## src/rtl/lcd_raster_gen.sv

```systemverilog
module lcd_raster_gen (
  input  logic        clk,
  input  logic        rst_n,
  input  logic        enable,
  input  logic        tft_mode,
  input  logic [31:0] h_cfg,
  input  logic [31:0] v_cfg,
  input  logic [31:0] misc_cfg,
  output logic        pix_ce,
  output logic        hsync,
  output logic        vsync,
  output logic        de,
  output logic        ac_bias,
  output logic        frame_done
);
  localparam int CW = 12;
  localparam int DW = 8;

  logic [DW-1:0] div_raw, div_floor, div_eff, acb_n;
  logic [CW-1:0] h_sw, h_bp, h_act, h_fp, h_beg, h_end, h_tot;
  logic [CW-1:0] v_sw, v_bp, v_act, v_fp, v_beg, v_end, v_tot;

  assign div_raw   = misc_cfg[7:0];
  assign acb_n     = misc_cfg[15:8];
  assign div_floor = tft_mode ? DW'(2) : DW'(3);
  assign div_eff   = (div_raw < div_floor) ? div_floor : div_raw;

  assign h_sw  = CW'(h_cfg[15:10]) + CW'(1);
  assign h_bp  = CW'(h_cfg[31:24]) + CW'(1);
  assign h_act = CW'(h_cfg[9:0])   + CW'(1);
  assign h_fp  = CW'(h_cfg[23:16]) + CW'(1);
  assign h_beg = h_sw + h_bp;
  assign h_end = h_beg + h_act;
  assign h_tot = h_end + h_fp;

  assign v_sw  = CW'(v_cfg[15:10]) + CW'(1);
  assign v_bp  = CW'(v_cfg[31:24]);
  assign v_act = CW'(v_cfg[9:0])   + CW'(1);
  assign v_fp  = CW'(v_cfg[23:16]);
  assign v_beg = v_sw + v_bp;
  assign v_end = v_beg + v_act;
  assign v_tot = v_end + v_fp;

  logic          run, ac_q, done_q;
  logic [DW-1:0] div_cnt, acl;
  logic [CW-1:0] hcnt, vcnt;
  logic          tick, line_end, frame_end;
  logic          hs_raw, vs_raw, de_raw;

  assign tick      = run && (div_cnt >= div_eff - DW'(1));
  assign line_end  = tick && (hcnt == h_tot - CW'(1));
  assign frame_end = line_end && (vcnt == v_tot - CW'(1));

  assign hs_raw = run && (hcnt < h_sw);
  assign vs_raw = run && (vcnt < v_sw);
  assign de_raw = run && (hcnt >= h_beg) && (hcnt < h_end)
                      && (vcnt >= v_beg) && (vcnt < v_end);

  always_ff @(posedge clk) begin
    if (!rst_n) begin
      run     <= 1'b0;
      div_cnt <= '0;
      hcnt    <= '0;
      vcnt    <= '0;
      acl     <= '0;
      ac_q    <= 1'b0;
      done_q  <= 1'b0;
    end else if (!run) begin
      if (enable) begin
        run     <= 1'b1;
        div_cnt <= '0;
        hcnt    <= '0;
        vcnt    <= '0;
        acl     <= '0;
        ac_q    <= 1'b0;
        done_q  <= 1'b0;
      end
    end else begin
      div_cnt <= tick ? '0 : div_cnt + DW'(1);
      if (tick)
        hcnt <= line_end ? '0 : hcnt + CW'(1);
      if (line_end)
        vcnt <= frame_end ? '0 : vcnt + CW'(1);
      if (acb_n == '0) begin
        if (frame_end) ac_q <= ~ac_q;
      end else if (line_end) begin
        if (acl == acb_n - DW'(1)) begin
          acl  <= '0;
          ac_q <= ~ac_q;
        end else begin
          acl <= acl + DW'(1);
        end
      end
      if (frame_end && !enable) begin
        run    <= 1'b0;
        done_q <= 1'b1;
      end
    end
  end

  wire unused_cfg_bits = ^{misc_cfg[31:23], misc_cfg[19:16]};

  assign pix_ce     = tick;
  assign hsync      = hs_raw ^ misc_cfg[20];
  assign vsync      = vs_raw ^ misc_cfg[21];
  assign de         = de_raw ^ misc_cfg[22];
  assign ac_bias    = ac_q;
  assign frame_done = done_q;
endmodule

```

## config.mk

```make
export PLATFORM = sky130hd
export DESIGN_NAME = lcd_raster_gen
export DESIGN_NICKNAME = d
export VERILOG_FILES = /design/src/rtl/lcd_raster_gen.sv
export SDC_FILE = /design/constraint.sdc
export NUM_CORES = 1
export LEC_CHECK = 0
export CORE_MARGIN = 2
export CORE_UTILIZATION = 52
export CTS_BUF_LIST = sky130_fd_sc_hd__clkbuf_8
export CTS_CLUSTER_DIAMETER = 30
export DETAILED_ROUTE_END_ITERATION = 12
export PLACE_DENSITY = 0.81
export SETUP_SLACK_MARGIN = 0.3
export SKIP_CTS_REPAIR_TIMING = 1
export SYNTH_ARGS = -nofsm -noshare
export SYNTH_HDL_FRONTEND = slang
export SYNTH_SLANG_ARGS = --single-unit
```

## constraint.sdc

```tcl
create_clock -name clk -period 5.7 [get_ports clk]
set_input_delay 1.14 -clock clk [delete_from_list [all_inputs] [get_ports clk]]
set_output_delay 1.14 -clock clk [all_outputs]
set_load 0.05 [all_outputs]
```

* After elaboration in Yosys (flattened, before gate mapping)
Cells that the tools add are included.
Operators by class: reductions and logical operators 18, equality and inequality tests 10, mux-type cells 27, order comparisons 8, bitwise gates (word level) 4, $add $sub $neg 20
Operators with widths (count):
- $mux W12 | 7
- $mux W8 | 8
- $add A12 B1 Y12 const B | 2
- $eq A12 B12 Y1 | 2
- $lt A12 B12 Y1 | 2
- $lt A12 B7 Y1 | 2
- $sub A12 B1 Y12 const B | 2
- $add A10 B1 Y11 const B | 2
- $add A8 B1 Y9 const B | 2
- $add A8 B1 Y8 const B | 2
- $sub A8 B1 Y8 const B | 2
- $add A6 B1 Y7 const B | 2
- $add A10 B11 Y12 | 1
- $add A12 B8 Y12 | 1
- $add A12 B9 Y12 | 1
- $add A9 B11 Y12 | 1
- $ge A12 B10 Y1 | 1
- $ge A12 B9 Y1 | 1
- $mux W1 | 12
- $add A7 B9 Y10 | 1
- $logic_and A1 B1 Y1 | 10
- $add A7 B8 Y9 | 1
- $eq A8 B8 Y1 | 1
- $ge A8 B8 Y1 | 1
- 13 further kinds | 20
Storage, ports and cells: flip-flop bits (word level) 43

* Logic depth before layout (Yosys ltp)
Gate-level depths: netlist of run 1.
word-level depth 11, depth in mapped cells 27, gate-level depth less buffers 26

* Worst setup path after synthesis of run 1
Ideal clock, no wire load.
path kind input-to-output, start in v_cfg[10], end out de, required time 4560 ps, slack -923 ps, arrival 5483 ps, stages on the path 21, cell sequence ha_1 > fa_1 > a21oi_1 > nor2_1 > nor2_1 > o21bai_1 > a21oi_1 > xnor2_1 > ha_1 > o21a_1 > o21a_1 > a21oi_1 > nor2_1 > o21ai_0 > ha_1 > nor2b_1 > o21ai_0 > o22a_1 > nand4_1 > nor3b_1 > xor2_1
Between the ends: cells in the longest elaborated chain, start to end 6, elaborated cells between the ends (all ways) 8, classes of those cells add/sub: 3; order compare: 2; bitwise: 1; reduce/logical: 2
Ends and longest elaborated chain:
- from (decl) | RTL line 7 | input logic [31:0] v_cfg,
- $add A6 B1 Y7 * | RTL line 36 | assign v_sw = CW'(v_cfg[15:10]) + CW'(1);
- $add A7 B8 Y9 * | RTL line 40 | assign v_beg = v_sw + v_bp;
- $add A9 B11 Y12 / $ge A12 B9 Y1 (equally long branches) | RTL line 41, 57
- $lt A12 B12 Y1 / $logic_and A1 B1 Y1 (equally long branches) | RTL line 57 | && (vcnt >= v_beg) && (vcnt < v_end);
- $logic_and A1 B1 Y1 * | RTL line 57
- $xor A1 B1 Y1 * | RTL line 106 | assign de = de_raw ^ misc_cfg[22];
- to (decl) | RTL line 12 | output logic de,
Every way passes the cells marked *; elsewhere a longest branch is shown, timed or not.

* Worst setup path after layout of run 1
start in h_cfg[26], end out de
Between the ends: cells in the longest elaborated chain, start to end 8, elaborated cells between the ends (all ways) 10, classes of those cells add/sub: 3; order compare: 2; bitwise: 1; reduce/logical: 4
Ends and longest elaborated chain:
- from (decl) | RTL line 6 | input logic [31:0] h_cfg,
- $add A8 B1 Y9 * | RTL line 29 | assign h_bp = CW'(h_cfg[31:24]) + CW'(1);
- $add A7 B9 Y10 * | RTL line 32 | assign h_beg = h_sw + h_bp;
- $add A10 B11 Y12 / $ge A12 B10 Y1 (equally long branches) | RTL line 33, 56
- $lt A12 B12 Y1 / $logic_and A1 B1 Y1 (equally long branches) | RTL line 56 | assign de_raw = run && (hcnt >= h_beg) && (hcnt < h_end)
- $logic_and A1 B1 Y1 * | RTL line 56
- $logic_and A1 B1 Y1 * (2 in a row) | RTL line 57
- $xor A1 B1 Y1 * | RTL line 106
Marks and branches as above.

==> results of run 1 <==
==> how the worst max path moves through the flow <==
| stage | startpoint | cells past startpoint | endpoint |
|---|---|---|---|
| 2_1_floorplan | v_cfg[10] | 22 | de |
| 3_3_place_gp | h_cfg[10] | 20 | de |
| 3_5_place_dp | v_cfg[10] | 25 | vcnt[3] |
| 4_1_cts | v_cfg[10] | 24 | de |
| 5_1_grt | v_cfg[10] | 21 | de |
| 6_report | h_cfg[26] | 18 | de |
==> state kept, by name (all words and copies together), names as in the netlist <==
signal and flops:
hcnt 12, vcnt 12, acl 8, div_cnt 8
ac_bias 1, frame_done 1, run 1
==> Yosys cell counts (all sizes together), types with 3 or more instances <==
| master | n | area (sq um) |
|---|---|---|
| ha | 118 | 1480 |
| inv | 92 | 345 |
| xnor2 | 72 | 631 |
| nor2 | 71 | 272 |
| a21oi | 53 | 269 |
| nand2 | 47 | 176 |
| dfxtp | 43 | 861 |
| xor2 | 43 | 377 |
| o21ai | 40 | 200 |
| a21o | 27 | 203 |
| nand3 | 26 | 135 |
| nand2b | 19 | 119 |
| nor2b | 18 | 113 |
| nor3 | 17 | 85.1 |
| o21a | 15 | 113 |
| clkbuf | 12 | 45.0 |
| nand4 | 11 | 83.8 |
| a211oi | 10 | 75.1 |
| and2 | 10 | 65.1 |
| nor4 | 10 | 68.8 |
| o211ai | 9 | 67.6 |
| and3 | 8 | 50.1 |
| o21bai | 7 | 52.6 |
| fa | 6 | 120 |
| mux2i | 6 | 60.1 |
| nor3b | 6 | 45.0 |
| or2 | 6 | 37.5 |
| a21boi | 5 | 37.5 |
| buf | 5 | 31.3 |
| or3 | 5 | 31.3 |
| nor4b | 4 | 35.0 |
| a31oi | 3 | 18.8 |
==> layer usage <==
layer / up-vias / share of wire / track usage
li1: 3589 / - / -
met1: 3567 / 0.38 / 0.271
met4: 0 / 0.053 / 0.0828
met2: 305 / 0.53 / 0.478
met5: - / 0 / 0
met3: 122 / 0.042 / 0.0247
==> per-stage QoR <==
step / worst slack (ns) / setup TNS, ns / instances / total power [uW] / instance area (sq um)
after global placement: -1.09 / -28.45 / 1266 / 2270 / 9070
final: -0.788 / -8.59 / 1308 / 2980 / 10100
after detailed placement: -1.23 / -32.83 / 1266 / 2330 / 9070
after global routing: -0.896 / -15.60 / 1308 / 3210 / 10100
after floorplan: -0.295 / -0.581 / 868 / 1520 / 6860
after CTS: -1.22 / -22.77 / 1274 / 2620 / 9200
==> power groups by stage <==
| stage | clock, uW | sequential (uW) | combinational (uW) |
|---|---|---|---|
| 3_3_place_gp | 0 | 318 | 1950 |
| 3_5_place_dp | 0 | 318 | 2020 |
| 6_report | 287 | 311 | 2380 |
| 4_1_cts | 285 | 311 | 2030 |
| 5_1_grt | 302 | 312 | 2590 |
| 2_1_floorplan | 0 | 314 | 1210 |
==> critical path, cell delays in order <==
cell             delay, ns
clkdlybuf4s50_1       0.41
ha_1                  0.33
a21o_1                0.19
a21oi_2               0.07
o21bai_1              0.25
xor2_1                0.32
ha_1                  0.34
a21o_1                0.23
a2111o_1              0.39
a21o_1                0.21
and2_4                0.16
inv_2                 0.07
ha_4                  0.19
a211oi_2              0.31
nor4b_4               0.09
nor3b_4               0.29
xor2_4                0.19
buf_12                0.15
==> kinds of logic after synthesis <==
group                    Yosys count
XOR/XNOR                         115
buffers and inverters            109
AO/OA/AOI/OAI                    200
multiplexers                       6
flip-flops                        43
adder cells (fa/ha/maj)          126
AND/OR/NAND/NOR                  269
==> cell type report <==
cell class / count / area (sq um)
Inverter: 92 / 345
Timing Repair Buffer: 276 / 2410
Clock buffer: 5 / 68.8
Clock inverter: 3 / 63.8
Multi-Input combinational cell: 717 / 6180
Sequential cell: 43 / 861
Tap cell: 172 / 215
Fill cell: 741 / 2480
==> reports/results.txt, run 1 <==
Crit path time final -> 6.49 ns
Worst min path class -> register to register
Crit Reg-Reg Endpoint -> frame_done
Pins Over Slew Limit -> 0
Final Cycle Share -> 1.14
FP Rows -> 41
Antenna Nets Post-Route -> 0
# clock sinks -> 43
Min-delay src -> div_cnt[6]
CP Max Fanout -> 4
DIE AREA -> 0.0139 sq mm
Internal power -> 1730 uW
Gp weighted congestion -> 0.864
Commonest non-fill, non-tap cell in the layout -> buf_4
# diodes -> 0
Primary FF master, synth -> dfxtp_1
Routed via count -> 7583
Antenna violations before repair -> 0
# setup viols final -> 35
Fin Clk Skew -> 0.0124 ns
First-pass GRT wire length -> 29200 um
Final worst slack -> -0.788 ns
Max Buffers Root-to-Sink -> 2
Most frequent cells in the layout -> buf_4, ha_1, inv_1
Max IR drop VDD -> 0.174 mV
Layout cells sized above 1 -> 0.288
DR vias/cell -> 5.80
Die H -> 118 um
Max-Cap Viols -> 0
RSZ-0062 raised after global routing -> yes
Clk pin slew, worst setup/hold paths -> 0.08 ns
Pin count of the biggest net entering global routing -> 17
Netlist Area Pre-Place -> 0.00674 sq mm
Number of global-route vias before repair -> 6917
CP required -> 4.56 ns
Largest family of logic cells by synthesized area -> adder cells
Violated checks -> setup timing
H-tree levels -> 2
Drt pass-1 iters -> 5
Clock root cell -> clkbuf_8
I/O Buffers -> 92
Critical path endpoint category -> output pin
CTS tree -> yes
Number of I/O pins -> 106
CP startpoint kind -> input port
Hold depth -> 2
Hold WS -> 0.531 ns
Sequential area share after synthesis -> 0.128
Clk pwr share -> 0.096
Simple-Gate Fraction of Synth Area -> 0.211
Critical Path AT -> 5.35 ns
WL final -> 22100 um
Core Util, Final -> 0.803
Library cells used by synthesis -> 71
Tot GR Track Use -> 0.244
Outcome -> complete, but fails checks
Sequential group share of total power -> 0.104
Mapped Nets -> 1092
Synth Area in Compound Gates -> 0.201
Initial core utilization -> 0.534
Critical path class -> input port to output pin
Detailed placer's ending HPWL -> 14100 um
Hold Vio Cnt, Final -> 0
Comb pwr share -> 0.799
Die width -> 118 um
Synthesis Warnings -> 0
Least-Margin Pin Slew -> 0.653 ns
Syn_area_per_cell -> 7.77 sq um
FF-to-FF Start -> run
Area growth syn-to-layout -> 50.4%
Pleak -> 0.00480 uW
Cell Pwr Density -> 294 mW/mm^2
Async set-reset flop share out of synthesis -> 0
NumNets Final -> 1359
Post-synthesis mux area share -> 0.00891
Core box area -> 0.0126 sq mm
Fmax -> 154 MHz
NetSw -> 1250 uW
Slack of the worst reg-to-reg path -> 2.39 ns
DRC -> 0
CTS buffer count -> 5
Grt ovf -> 0
Post-synth EDFFs -> 0
Post-synthesis xor/xnor area fraction -> 0.149
Depth of the most critical reg-to-reg path -> 11
Synth Instances -> 868
Avg WL per Cell -> 16.9 um
Initial DRC Count -> 413
Sw frac -> 0.420
Relative slew margins -> 0.563
Synth Area in Adders -> 0.240
Synthesis-stage register bit count -> 43
Hold worst-path end -> div_cnt[6]
Worst-Skew Late Latency -> 0.31 ns
Power figures use the tool's default switching activity.
==> inputs of run 2 (changes only) <==
--- a/config.mk
+++ b/config.mk
@@ -5,12 +5,14 @@
 export SDC_FILE = /design/constraint.sdc
 export NUM_CORES = 1
 export LEC_CHECK = 0
+export CELL_PAD_IN_SITES_DETAIL_PLACEMENT = 1
+export CELL_PAD_IN_SITES_GLOBAL_PLACEMENT = 2
 export CORE_MARGIN = 2
-export CORE_UTILIZATION = 52
+export CORE_UTILIZATION = 30
 export CTS_BUF_LIST = sky130_fd_sc_hd__clkbuf_8
 export CTS_CLUSTER_DIAMETER = 30
 export DETAILED_ROUTE_END_ITERATION = 12
-export PLACE_DENSITY = 0.81
+export PLACE_DENSITY = 0.91
 export SETUP_SLACK_MARGIN = 0.3
 export SKIP_CTS_REPAIR_TIMING = 1
 export SYNTH_ARGS = -nofsm -noshare
==> run 2 against run 1 <==
  * The flow still finishes with violations (setup timing)
  * Sequential cell count unchanged
  * Worst setup slack got worse by 0.024 ns
  * Total power increased by 8.1%
  * Clock power increased by 2%
  * Maximum frequency decreased by 0.37%
  * First-iteration DRC count decreased by 61%
==> reports/results.txt, run 2 (synthesis gave the netlist of run 1 again) <==
Worst setup path start -> v_cfg[10]
Most frequent cells in the layout -> buf_4, inv_1, ha_1
Violated checks -> setup timing
# diodes -> 0
Die H -> 154 um
NetSw -> 1360 uW
Comb pwr share -> 0.812
# setup viols final -> 36
First-pass GRT wire length -> 33500 um
Gp weighted congestion -> 0.798
Fin Clk Skew -> 0.00808 ns
Final worst slack -> -0.811 ns
Pleak -> 0.00497 uW
Met3 WL -> 457 um
Avg WL per Cell -> 17.0 um
Worst min path class -> register to register
DP Worst Slack -> -1.41 ns
Post-route setup TNS -> -7.47 ns
Highest metal used -> met4
CP Max Fanout -> 4
Core Util, Final -> 0.498
Layout cells sized above 1 -> 0.332
Worst setup endpoint -> de
Crit Reg-Reg Endpoint -> acl[5]
CP required -> 4.56 ns
NumNets Final -> 1378
Detailed placer's ending HPWL -> 17400 um
Clock root cell -> clkbuf_8
Critical path endpoint category -> output pin
Area occupied by multi-input gates -> 0.00667 sq mm
Die width -> 154 um
Antenna Nets Post-Route -> 0
WL final -> 24400 um
Drt pass-1 iters -> 4
Layout fillers -> 2573
Max IR drop VDD -> 0.130 mV
Pins Over Slew Limit -> 0
Cell Pwr Density -> 295 mW/mm^2
CP startpoint kind -> input port
Internal power -> 1860 uW
Routed via count -> 7346
CTS tree -> yes
Antenna violations before repair -> 0
CTS buffer count -> 5
Least-Margin Pin Slew -> 0.642 ns
FF-to-FF Start -> run
Initial core utilization -> 0.307
Critical Path AT -> 5.37 ns
Number of I/O pins -> 106
Grt ovf -> 0
Tot GR Track Use -> 0.170
I/O Buffers -> 92
Crit path time final -> 6.51 ns
Critical path class -> input port to output pin
Post-Place Cell Area -> 0.00930 sq mm
Outcome -> complete, but fails checks
Met1 wire length -> 9680 um
Number of global-route vias before repair -> 7342
DIE AREA -> 0.0237 sq mm
Area growth syn-to-layout -> 62.4%
Depth of the most critical reg-to-reg path -> 11
Sw frac -> 0.422
Initial DRC Count -> 160
Commonest non-fill, non-tap cell in the layout -> buf_4
RSZ-0062 raised after global routing -> yes
DRC -> 0
Hold Vio Cnt, Final -> 0
Slack of the worst reg-to-reg path -> 2.31 ns
Met2 wire length -> 13900 um
# clock sinks -> 43
Relative slew margins -> 0.571
Final Cycle Share -> 1.14
DR vias/cell -> 5.12
Fmax -> 154 MHz
Clk pin slew, worst setup/hold paths -> 0.09 ns
Core box area -> 0.0220 sq mm
Largest registers -> hcnt (12), vcnt (12)
H-tree levels -> 2
Clk pwr share -> 0.091
FP Rows -> 54
Post-route cell area -> 0.0109 sq mm
Hold depth -> 2
Sequential group share of total power -> 0.097
Register area -> 861 sq um
Worst-Skew Late Latency -> 0.32 ns
Max-Cap Viols -> 0
Max Buffers Root-to-Sink -> 2
Pin count of the biggest net entering global routing -> 17
==> run 2: worst min path at each step <==
| stage | from | end | slack [ns] |
|---|---|---|---|
| finish | div_cnt[7] | div_cnt[7] | 0.52 |
| global route | ac_bias | ac_bias | 0.55 |
| CTS | ac_bias | ac_bias | 0.53 |
| detailed placement | ac_bias | ac_bias | 0.51 |
| global placement | div_cnt[7] | div_cnt[7] | 0.50 |
| floorplan | div_cnt[7] | div_cnt[7] | 0.47 |
==> run 2: stage by stage <==
step                hold slack [ns]  total power, uW  cells
detailed placement            0.513             2430   1385
finish                        0.525             3220   1435
CTS                           0.527             2730   1393
global route                  0.551             3470   1435
floorplan                     0.468             1520    868
global placement              0.499             2350   1385
==> run 2: layout make-up <==
cell class | count | area share
multi-input combinational | 717 | 0.609
clock buffer | 5 | 0.00629
tap | 280 | 0.0320
timing repair buffer | 295 | 0.237
sequential | 43 | 0.0787
clock inverter | 3 | 0.00583
inverter | 92 | 0.0316
==> run 2: power groups by stage <==
stage | clock (uW) | combinational (uW) | sequential (uW)
2_1_floorplan | 0 | 1210 | 314
3_3_place_gp | 0 | 2030 | 318
3_5_place_dp | 0 | 2120 | 319
4_1_cts | 294 | 2130 | 311
5_1_grt | 305 | 2860 | 312
6_report | 294 | 2620 | 311
==> run 2: routing by layer <==
layer,up-vias,GRT usage
met5,-,0
met2,102,0.343
met3,26,0.00902
li1,3615,-
met1,3603,0.195
met4,0,0.0338
==> run 2: worst max-delay path, stage by stage <==
cell and delay, ns:
buf_6 0.11, ha_4 0.17, xor2_4 0.19, ha_4 0.27, a21oi_2 0.13, nor2_1 0.06
nor2_1 0.16, buf_4 0.15, o21bai_4 0.07, a21oi_4 0.18, xnor2_2 0.11, ha_4 0.18
nor3_1 0.27, o21ai_0 0.24, a21oi_2 0.22, nor2_1 0.08, o21ai_2 0.18, ha_1 0.29
nor2b_4 0.14, o21ai_1 0.08, o22a_1 0.14, nand4_1 0.14, nor3b_4 0.30, xor2_4 0.18
buf_12 0.15
